`config.mk`:
```
export PLATFORM = sky130hd
export DESIGN_NAME = ea_gen
export DESIGN_NICKNAME = d
export VERILOG_FILES = /design/src/rtl/ea_gen_pkg.sv /design/src/rtl/ea_disp_ext.sv /design/src/rtl/ea_reg_pick.sv /design/src/rtl/ea_mode_ctl.sv /design/src/rtl/ea_gen.sv
export SDC_FILE = /design/constraint.sdc
export NUM_CORES = 1
export LEC_CHECK = 0
export CAP_MARGIN = 20
export CORE_ASPECT_RATIO = 0.7
export CORE_MARGIN = 3
export CORE_UTILIZATION = 65
export DETAILED_ROUTE_END_ITERATION = 6
export DONT_BUFFER_PORTS = 1
export GPL_ROUTABILITY_DRIVEN = 0
export HOLD_SLACK_MARGIN = 0.06
export PLACE_DENSITY = 0.88
export REMOVE_ABC_BUFFERS = 1
export SLEW_MARGIN = 5
export SYNTH_ARGS = -nofsm -noshare
export SYNTH_HDL_FRONTEND = slang
export SYNTH_SLANG_ARGS = --single-unit
export TNS_END_PERCENT = 5
```
`constraint.sdc`:
```
create_clock -name clk -period 8.9 [get_ports clk]
set_input_delay 0.89 -clock clk [delete_from_list [all_inputs] [get_ports clk]]
set_output_delay 0.89 -clock clk [all_outputs]
set_load 0.03 [all_outputs]
```
`src/rtl/ea_gen_pkg.sv`:
```
package ea_gen_pkg;

    localparam int EA_W    = 16;
    localparam int SHORT_W = 8;

    typedef enum logic [2:0] {
        AM_DIRECT = 3'd0,
        AM_REG    = 3'd1,
        AM_REL    = 3'd2,
        AM_BIDX   = 3'd3
    } am_e;

    typedef enum logic [1:0] {
        DS_NONE  = 2'd0,
        DS_SHORT = 2'd1,
        DS_FULL  = 2'd2,
        DS_RSVD  = 2'd3
    } dsize_e;

    typedef struct packed {
        logic [EA_W-1:0] ea;
        logic            ss;
        logic            ill;
        logic            vld;
    } ea_out_t;

endpackage

```
`src/rtl/ea_disp_ext.sv`:
```
module ea_disp_ext
    import ea_gen_pkg::*;
#(
    parameter int W  = EA_W,
    parameter int SW = SHORT_W
) (
    input  logic [W-1:0] disp,
    input  logic [1:0]   size,
    output logic [W-1:0] ext,
    output logic         size_bad
);
    always_comb begin
        ext      = '0;
        size_bad = 1'b0;
        case (dsize_e'(size))
            DS_NONE:  ext = '0;
            DS_SHORT: ext = {{(W-SW){disp[SW-1]}}, disp[SW-1:0]};
            DS_FULL:  ext = disp;
            default:  size_bad = 1'b1;
        endcase
    end
endmodule

```
`src/rtl/ea_reg_pick.sv`:
```
module ea_reg_pick
    import ea_gen_pkg::*;
#(
    parameter int W = EA_W
) (
    input  logic         base_sel,
    input  logic         index_sel,
    input  logic [W-1:0] bx_val,
    input  logic [W-1:0] bp_val,
    input  logic [W-1:0] si_val,
    input  logic [W-1:0] di_val,
    output logic [W-1:0] base_val,
    output logic [W-1:0] index_val
);
    always_comb begin
        base_val  = base_sel  ? bp_val : bx_val;
        index_val = index_sel ? di_val : si_val;
    end
endmodule

```
`src/rtl/ea_mode_ctl.sv`:
```
module ea_mode_ctl
    import ea_gen_pkg::*;
(
    input  logic [2:0] mode,
    input  logic       base_en,
    input  logic       index_en,
    input  logic       base_sel,
    input  logic       size_bad,
    output logic       use_base,
    output logic       use_index,
    output logic       use_disp,
    output logic       use_field,
    output logic       ill,
    output logic       ss
);
    logic one_reg;

    always_comb begin
        one_reg   = base_en ^ index_en;
        use_base  = 1'b0;
        use_index = 1'b0;
        use_disp  = 1'b0;
        use_field = 1'b0;
        ill       = 1'b0;
        case (am_e'(mode))
            AM_DIRECT: begin
                use_field = 1'b1;
                ill       = base_en | index_en;
            end
            AM_REG: begin
                use_base  = base_en;
                use_index = index_en;
                ill       = !one_reg;
            end
            AM_REL: begin
                use_base  = base_en;
                use_index = index_en;
                use_disp  = 1'b1;
                ill       = !one_reg | size_bad;
            end
            AM_BIDX: begin
                use_base  = 1'b1;
                use_index = 1'b1;
                use_disp  = 1'b1;
                ill       = !(base_en & index_en) | size_bad;
            end
            default: ill = 1'b1;
        endcase
        ss = use_base & base_sel & !ill;
    end
endmodule

```
`src/rtl/ea_gen.sv`:
```
module ea_gen
    import ea_gen_pkg::*;
#(
    parameter bit REG_OUT = 1'b1
) (
    input  logic            clk,
    input  logic            rst_n,
    input  logic            in_valid,
    input  logic [2:0]      mode,
    input  logic            base_en,
    input  logic            base_sel,
    input  logic            index_en,
    input  logic            index_sel,
    input  logic [1:0]      disp_size,
    input  logic [EA_W-1:0] disp,
    input  logic [EA_W-1:0] bx_val,
    input  logic [EA_W-1:0] bp_val,
    input  logic [EA_W-1:0] si_val,
    input  logic [EA_W-1:0] di_val,
    output logic            out_valid,
    output logic [EA_W-1:0] ea,
    output logic            stack_seg,
    output logic            illegal
);
    logic [EA_W-1:0] ext_d, base_v, index_v;
    logic            size_bad;
    logic            use_base, use_index, use_disp, use_field, ill, ss;
    logic [EA_W-1:0] sum;
    ea_out_t         out_d, out_q;

    ea_disp_ext #(.W(EA_W), .SW(SHORT_W)) u_ext (
        .disp     (disp),
        .size     (disp_size),
        .ext      (ext_d),
        .size_bad (size_bad)
    );

    ea_reg_pick #(.W(EA_W)) u_pick (
        .base_sel  (base_sel),
        .index_sel (index_sel),
        .bx_val    (bx_val),
        .bp_val    (bp_val),
        .si_val    (si_val),
        .di_val    (di_val),
        .base_val  (base_v),
        .index_val (index_v)
    );

    ea_mode_ctl u_ctl (
        .mode      (mode),
        .base_en   (base_en),
        .index_en  (index_en),
        .base_sel  (base_sel),
        .size_bad  (size_bad),
        .use_base  (use_base),
        .use_index (use_index),
        .use_disp  (use_disp),
        .use_field (use_field),
        .ill       (ill),
        .ss        (ss)
    );

    // Three-term sum; carries out of the top bit are dropped.
    always_comb begin
        sum = (use_base  ? base_v  : '0)
            + (use_index ? index_v : '0)
            + (use_disp  ? ext_d   : '0)
            + (use_field ? disp    : '0);
        out_d     = '0;
        out_d.ea  = ill ? '0 : sum;
        out_d.ss  = ss;
        out_d.ill = ill;
        out_d.vld = in_valid;
    end

    generate
        if (REG_OUT) begin : g_reg
            always_ff @(posedge clk) begin
                if (!rst_n) out_q <= '0;
                else        out_q <= out_d;
            end
        end else begin : g_comb
            always_comb out_q = rst_n ? out_d : '0;
        end
    endgenerate

    assign ea        = out_q.ea;
    assign stack_seg = out_q.ss;
    assign illegal   = out_q.ill;
    assign out_valid = out_q.vld;
endmodule

```
==> results.toml <==
[status]
status = "finished clean"

[grt]
grt_pass1_vias = 2334
grt.total_usage = 0.2462
grt_pass1_wl_um = 10260
overflow = 0
grt_max_degree = 18
antenna_found_initial = 0

[layout]
area_delta_synth_final_pct = 1.859
drive_above_1_share = 0.03846
final_cell_mix = "inv_1 (60), nor2_1 (46), mux2i_1 (33)"
diodes = 0
layout_commonest_cell = "inv_1"
final_nets = 481

[synthesis]
yosys-top-cells-area = "fa_1 (21%), dfxtp_1 (13%), mux2i_1 (12%)"
syn_inst = 345
synth_warnings = 0
yosys.area.top_type = "fa_1"
synth.distinct_cells = 44
synth_top_area_frac = 0.2125
synth-seq-cells = 19
syn_area_per_cell_um2 = 8.193
yosysSeqAreaShare = 0.1346
netlist_area_mm2 = 0.002826

[job]
drv_cap = 0

[cts]
path_clk_slew_ns = 0.07
h-tree-depth = 1
ctsHoldBuffers = 0
cts_resized = 0
cts-root-buf = "clkbuf_8"
cts_post_setup_buffers_inserted = 0
clock_sinks = 19
numCtsBuffers = 3
clock_path_buffers = 2
cts_tree = "done"

[sta]
slew_viol_final = 0
relSlewSlack = 0.6797
setup_tns_ns = 0
hold_viol = 0
period_share = 0.5542
hold_slack_ns = 0.7502
rsz0062_at_grt = "no"
fmax_mhz = 202.8
worst_slew_pin_slew_ns = 0.4805
setup_violations = 0
fin_crit_ns = 4.932

[power_and_ir_drop]
p_per_area_mw_per_mm2 = 90.28
vdd_drop_max_mv = 0.1161
p_leak_nw = 1.524

[worst_hold_path]
hp-class = "primary input to register"

[critical_path]
required_ns = 9.08
critPathMaxStageDelay_ns = 0.54
crit_slowest_cell = "or3b_1"
end_kind = "register"
critical_path_class = "primary input to register"
arrival_ns = 5.11
cp_common_cell = "fa_1"
worstPathMaxFanout = 9
path_cells = "inv_1, ha_1, or3b_1, nor2_1, and2_1, fa_1, fa_1, ha_1, fa_1, a21oi_1, nand4b_1, nand3b_1, o311a_1, o21ai_0, nor3b_2"
worst_setup_path_start_kind = "primary input"

[die]
rows = 19
die_h_um = 61.17
core_region_area_mm2 = 0.004041
chipWidth_um = 84.82
io_pins = 111
initial_utilization = 0.6994
dieArea_mm2 = 0.005188

[route]
viasPerCell = 5.823
vias = 2271
drt_iter0_markers = 144
drt_first_pass_iters = 4
wl_um = 6087
ant_nets = 0
wl_per_cell_um = 15.61
drcViolationCount = 0

[placed_design]
hpwlAfterDp_um = 5185
port_buffers = 0
## critical path: cells and delay by family
family          cells  cell delay (ns)
simple gates        6             1.65
buf+inv             1             0.02
fa+ha+maj           5             1.89
compound gates      3             0.67
## where the power goes
group / switching, mW / internal, mW / leakage [nW]
Combinational: 0.0610 / 0.0448 / 1.34
Sequential: 0.00789 / 0.0884 / 0.154
Clock: 0.0267 / 0.0311 / 0.0255
## kinds of logic after synthesis
logic type      share of synthesized area
buf+inv                            0.1031
flops                              0.1346
xor+xnor                          0.04825
fa+ha+maj                          0.3046
simple gates                       0.1762
compound gates                     0.1124
mux                                0.1209
## layout make-up
cell class / count / area, um2
sequential: 19 / 380.4
multi-input combinational: 254 / 2155
fill: 344 / 1162
clock buffer: 3 / 41.29
clock inverter: 1 / 5.005
timing repair buffer: 1 / 7.507
tap: 52 / 65.06
inverter: 60 / 225.2
## layer usage
metal,track usage,up-vias,share of wire
met5,0,-,0
met4,0.04515,0,0.013
met3,0.05348,6,0.088
met2,0.4693,93,0.50
met1,0.2967,1081,0.40
li1,-,1091,-
## cell usage after synthesis, drive strengths merged
cell type	count
a21o	10
and2	14
nand3b	2
o311a	1
xnor2	10
dfxtp	19
o21ai	6
nand4	2
nor3	3
fa	30
a31oi	3
a21oi	16
nor2	47
o211ai	1
nor3b	1
clkbuf	3
xor2	3
a221o	1
o211a	1
nand2b	1
nand4b	1
mux2	1
a311oi	1
and3	1
ha	20
nand2	28
nand3	3
mux2i	33
o31ai	3
buf	9
a211o	1
or3b	1
or2	3
inv	60
a211oi	2
xnor3	1
o21a	2
maj3	1
## state kept, by name, summed over array words and instances, names as in the netlist
| signal | count |
|---|---|
| stack_seg | 1 |
| out_valid | 1 |
| illegal | 1 |
| ea | 16 |
## worst paths after layout
check	cells past startpoint	slack (ns)	from	to
min	2	0.75	base_sel	stack_seg
max	15	3.97	disp_size[0]	ea[15]
## through the flow
step / cells / area [um2] / setup WS [ns] / utilization / power (mW)
after floorplan: 333 / 2760 / 4.162 / - / 0.1831
after global placement: 386 / 2833 / 3.874 / 0.7009 / 0.1998
after detailed placement: 386 / 2833 / 3.750 / 0.7009 / 0.2040
after CTS: 390 / 2879 / 4.011 / 0.7124 / 0.2614
after global routing: 390 / 2879 / 3.653 / 0.7124 / 0.2793
final: 390 / 2879 / 3.968 / 0.7124 / 0.2599
Note: power is estimated with default switching activity, not from simulation.
